[src/rtl/rle_pulse_delay.sv]
module rle_pulse_delay #(
  parameter int NCH   = 4,
  parameter int RUNW  = 4,
  parameter int DEPTH = 32,
  parameter int DLYW  = 8
) (
  input  logic            clk,
  input  logic            rst_n,
  input  logic            en,
  input  logic [NCH-1:0]  din,
  input  logic [DLYW-1:0] delay,
  output logic [NCH-1:0]  dout,
  output logic            ovf,
  output logic            unf
);
  localparam int AW   = $clog2(DEPTH);
  localparam int RECW = NCH + RUNW;
  localparam logic [RUNW-1:0] RUN_MAX = '1;
  localparam logic [RUNW-1:0] RUN_ONE = RUNW'(1);
  localparam logic [DLYW-1:0] AGE_ONE = DLYW'(1);
  localparam logic [AW:0]     FULLV   = (AW+1)'(DEPTH);

  logic [RECW-1:0] mem [DEPTH];
  logic [AW-1:0]   wr_ptr, rd_ptr;
  logic [AW:0]     fill;
  logic            started, playing;
  logic [NCH-1:0]  run_st;
  logic [RUNW-1:0] run_len, rem;
  logic [DLYW-1:0] age;
  logic [RECW-1:0] rd_rec;
  logic            full, empty, push, wr, start, pop_want, pop;

  assign full     = (fill == FULLV);
  assign empty    = (fill == '0);
  assign push     = en && started && ((din != run_st) || (run_len == RUN_MAX));
  assign start    = en && started && !playing && (age == delay);
  assign pop_want = start || (en && playing && rem == '0);
  assign pop      = pop_want && !empty;
  assign wr       = push && (!full || pop);
  assign rd_rec   = mem[rd_ptr];

  always_ff @(posedge clk)
    if (wr) mem[wr_ptr] <= {run_st, run_len};

  always_ff @(posedge clk or negedge rst_n) begin
    if (!rst_n) begin
      started <= 1'b0;
      playing <= 1'b0;
      run_st  <= '0;
      run_len <= '0;
      rem     <= '0;
      age     <= '0;
      wr_ptr  <= '0;
      rd_ptr  <= '0;
      fill    <= '0;
      dout    <= '0;
      ovf     <= 1'b0;
      unf     <= 1'b0;
    end else if (en) begin
      if (!started) begin
        started <= 1'b1;
        run_st  <= din;
        run_len <= RUN_ONE;
        age     <= AGE_ONE;
      end else begin
        if (push) begin
          run_st  <= din;
          run_len <= RUN_ONE;
        end else begin
          run_len <= run_len + 1'b1;
        end
        if (!playing) age <= age + 1'b1;
      end

      if (wr)  wr_ptr <= wr_ptr + 1'b1;
      if (pop) rd_ptr <= rd_ptr + 1'b1;
      case ({wr, pop})
        2'b10:   fill <= fill + 1'b1;
        2'b01:   fill <= fill - 1'b1;
        default: fill <= fill;
      endcase

      if (push && !wr)       ovf <= 1'b1;
      if (pop_want && empty) unf <= 1'b1;
      if (start)             playing <= 1'b1;

      if (pop) begin
        dout <= rd_rec[RECW-1:RUNW];
        rem  <= rd_rec[RUNW-1:0] - 1'b1;
      end else if (playing && rem != '0) begin
        rem <= rem - 1'b1;
      end
    end
  end
endmodule

[config.mk]
export PLATFORM = sky130hd
export DESIGN_NAME = rle_pulse_delay
export DESIGN_NICKNAME = d
export VERILOG_FILES = /design/src/rtl/rle_pulse_delay.sv
export SDC_FILE = /design/constraint.sdc
export NUM_CORES = 1
export LEC_CHECK = 0
export CAP_MARGIN = 20
export CORE_MARGIN = 8
export CORE_UTILIZATION = 56
export DETAILED_ROUTE_END_ITERATION = 12
export GPL_TIMING_DRIVEN = 1
export PLACE_DENSITY = 0.76
export SLEW_MARGIN = 10
export SYNTH_ARGS = -nofsm -noshare
export SYNTH_HDL_FRONTEND = slang
export SYNTH_SLANG_ARGS = --single-unit
export TNS_END_PERCENT = 100
[constraint.sdc]
create_clock -name clk -period 3.3 [get_ports clk]
set_input_delay 0.33 -clock clk [delete_from_list [all_inputs] [get_ports clk]]
set_output_delay 0.33 -clock clk [all_outputs]
set_load 0.01 [all_outputs]
==> impl_metrics.py <==
metrics = {
    "outcome": {
        "status": "completed",
    },
    "detailed_routing": {
        "num_vias": 6636,
        "wire_per_inst_um": 24.21,
        "drc": 0,
        "drtIter0Drc": 698,
        "routed_via_density": 6.219,
        "dr.pass1.iters": 6,
        "finalWirelength_mm": 25.83,
        "final_antenna_net_count": 0,
    },
    "synthesis": {
        "synth_compound_area_frac": 0.04267,
        "synth_ff_type": "edfxtp_1",
        "muxShareOfSynthArea": 0.1456,
        "yosys_warnings": 0,
        "yosys.area_share.xor_xnor": 0.01774,
        "synthDistinctLibCells": 65,
        "ys_seq_area_frac": 0.7119,
        "ys_seq_elements": 300,
        "yosysTopAreaCell": "edfxtp_1",
        "synth_top_cells_by_area": "edfxtp_1 62%, mux4_2 11%, dfrtp_1 8.9%, nor2_1 1.6%, mux2i_1 1.5%",
        "synth_fa_ha_area_frac": 0.01378,
        "async_flop_share": 0.1467,
        "yosys.area_share.simple": 0.05220,
        "postSynthAreaPerCell_um2": 18.15,
        "synth_top_cell_area_share": 0.6227,
        "synth_fp_nets": 708,
        "netlist_area_mm2": 0.01234,
        "synthCells": 680,
        "synth_top_family_by_area": "multiplexers",
        "synth_edf_count": 256,
    },
    "timing": {
        "fin_crit_sh": 0.9534,
        "min_period_ns": 3.146,
        "setup-tns-final_ns": 0,
        "max_freq_mhz": 317.9,
        "hold_viol_final": 0,
        "tightest_slew_ns": 0.5399,
        "slew_violations": 0,
        "hold_ws_ns": 0.1937,
        "finalSetupViolCount": 0,
        "timing.clock.skew_ns": 0.01167,
        "relSlewSlack": 0.6362,
    },
    "clocking": {
        "clkTransAtPathRegs_ns": 0.06,
        "cts_tree": "done",
        "cts_setup_buffers": 0,
        "clock_latency_ns": 0.54,
        "cts_root_buffer": "clkbuf_16",
        "ctsHtreeMaxLevel": 1,
        "cts_buffers": 29,
        "cts_buffer_depth": 3,
        "cts.sinks": 300,
    },
    "layout": {
        "nNetsFinal": 792,
        "fill_cells": 1426,
        "syn_to_final_growth_pct": 14.27,
        "final_layout_size_suffix_gt1_frac": 0.2417,
        "fin_cells": 1067,
    },
    "worst_setup_path": {
        "path_cells": "ha_1 > and3_1 > nor3_1 > nor2_1 > nor2_1 > ha_1 > a21o_1 > a21oi_1 > o21bai_1 > a21oi_1 > nand3_1 > nand3b_1 > o211ai_1",
        "path_buf_inv": 0,
        "path_class": "flop to flop",
        "r2r-start": "run_len[0]$_DFFE_PN0P_",
        "ff2ff_path_depth": 13,
        "endpoint_kind": "flop",
        "worstSetupStartpointType": "flop",
        "crit_family": "simple AND/OR/NAND/NOR gates",
        "cp_data_required_time_ns": 3.70,
        "cp_max_fo": 4,
        "rrSetupSlack_ns": 0.15,
        "r2r-end": "fill[5]$_DFFE_PN0P_",
        "max_stage_delay_ns": 0.38,
        "cpMaxStageDelayCell": "dfrtp_1",
        "cp.arrival_ns": 3.55,
    },
    "placed_design": {
        "place_congestion": 0.8973,
        "io_buffers": 20,
        "hpwl_mm": 16.77,
        "placed_cells": 1011,
    },
    "power_and_ir_drop": {
        "p_per_area_mw_per_mm2": 707.4,
        "p_leak_nw": 4.752,
        "ir_worst_vdd_mv": 0.5677,
        "total_power_mw": 9.979,
    },
    "global_routing": {
        "grt_usage": 0.1962,
        "antenna_found_initial": 2,
        "grt_max_degree": 45,
        "grt_pass1_wl_mm": 39.99,
        "grt_pass1_vias": 6820,
        "overflow": 0,
    },
    "floorplan": {
        "die_x_um": 164.5,
        "io_pins": 21,
        "initial_utilization": 0.5674,
        "die_h_um": 164.5,
        "rows": 54,
        "dieArea_mm2": 0.02705,
        "core_mm2": 0.02176,
    },
    "hold_path": {
        "holdCritPathClass": "primary input to async pin",
    },
    "run": {
        "drv_cap": 0,
    },
}
-- cells by family (layout without fill, tap and decap cells) --
| kind of cell | count (synthesis) | after routing |
|---|---|---|
| AOI/OAI and AO/OA | 75 | 75 |
| xor gates and xnor gates | 25 | 25 |
| adders and majority gates | 13 | 13 |
| buffers and inverters | 39 | 145 |
| DFF | 300 | 300 |
| muxes | 95 | 95 |
| other | 0 | 1 |
| and+or+nand+nor | 133 | 133 |
-- layout make-up --
| type | instances | area, um2 | area share |
|---|---|---|---|
| inverters | 9 | 33.78 | 0.002395 |
| clock buffers | 45 | 825.8 | 0.05854 |
| repair buffers | 83 | 683.2 | 0.04843 |
| clock inverters | 8 | 48.80 | 0.003459 |
| flip-flops and latches | 300 | 8793 | 0.6234 |
| well taps | 280 | 350.3 | 0.02484 |
| multi-input cells | 341 | 3368 | 0.2388 |
| diodes | 1 | 2.502 | 0.0001774 |
-- synthesized netlist by cell type, drive strengths merged, types with 3 or more instances --
cell type / count
xnor2: 15
mux4: 65
a31oi: 6
a21oi: 13
o21ai: 20
o221ai: 5
inv: 8
clkbuf: 13
nor3: 5
a211oi: 5
a21o: 3
and2: 3
dfrtp: 44
ha: 12
edfxtp: 256
and3: 3
mux2i: 19
or2: 3
nor2: 51
nand4: 3
nand3b: 6
xor2: 10
mux2: 11
or3b: 3
nand3: 14
nor4: 3
a22o: 5
buf: 17
nand2: 33
-- layout by cell type (no fill, tap or decap), types with 4 or more instances in the layout --
| cell | instances |
|---|---|
| edfxtp_1 | 256 |
| buf_4 | 61 |
| mux4_2 | 60 |
| nor2_1 | 51 |
| dfrtp_1 | 42 |
| nand2_1 | 33 |
| clkbuf_16 | 29 |
| mux2i_1 | 19 |
| o21ai_0 | 19 |
| clkdlybuf4s50_1 | 19 |
| xnor2_1 | 15 |
| nand3_1 | 13 |
| a21oi_1 | 12 |
| ha_1 | 12 |
| clkbuf_1 | 12 |
| xor2_1 | 10 |
| inv_1 | 8 |
| mux2_2 | 8 |
| a31oi_1 | 6 |
| nand3b_1 | 5 |
| o221ai_1 | 5 |
| a22o_1 | 5 |
| mux4_1 | 5 |
| clkinv_2 | 5 |
| clkbuf_8 | 4 |
-- per-layer routing --
| layer | wire [um] | vias up | track usage | part of all wire |
|---|---|---|---|---|
| li1 | - | 2884 | - | - |
| met1 | 10630 | 3412 | 0.2687 | 0.41 |
| met2 | 12590 | 273 | 0.3144 | 0.49 |
| met3 | 1830 | 65 | 0.03390 | 0.071 |
| met4 | 769 | 2 | 0.07166 | 0.030 |
| met5 | 12 | - | 0 | 0.00046 |
-- state kept, by name, summed over array words and instances (netlist names), 4 cells and up --
signal   count
age          8
dout         4
fill         6
mem        256
rd_ptr       5
rem          4
run_len      4
run_st       4
wr_ptr       5
-- per-stage QoR --
| step | utilization | area, um2 | setup WS, ns |
|---|---|---|---|
| finish | 0.6484 | 14110 | 0.1539 |
| global placement | 0.6062 | 13190 | 0.08630 |
| floorplan | - | 12340 | 0.1805 |
| detailed placement | 0.6062 | 13190 | -0.1019 |
| CTS | 0.6464 | 14060 | 0.1465 |
| global route | 0.6483 | 14100 | -0.04841 |
-- how the worst max path moves through the flow --
stage	startpoint	end	slack (ns)	depth (start not counted)
detailed placement	delay[2]	fill[5]$_DFFE_PN0P_	-0.10	14
finish	run_len[0]$_DFFE_PN0P_	fill[5]$_DFFE_PN0P_	0.15	13
CTS	fill[0]$_DFFE_PN0P_	fill[5]$_DFFE_PN0P_	0.15	12
global placement	din[2]	fill[5]$_DFFE_PN0P_	0.09	14
global route	run_len[0]$_DFFE_PN0P_	fill[5]$_DFFE_PN0P_	-0.05	13
floorplan	run_len[0]$_DFFE_PN0P_	fill[5]$_DFFE_PN0P_	0.18	13
-- what timing repair did --
item,CTS,global route
gates resized for setup,0,2
endpoints found under the setup margin,0,1
hold buffers,0,1
hold endpoints to repair,0,40
-- where the power goes --
part           internal, mW  switching [mW]
logic                  1.02            1.08
clock network          1.72            1.32
registers              4.51           0.334
(Power assumes the default switching activity.)
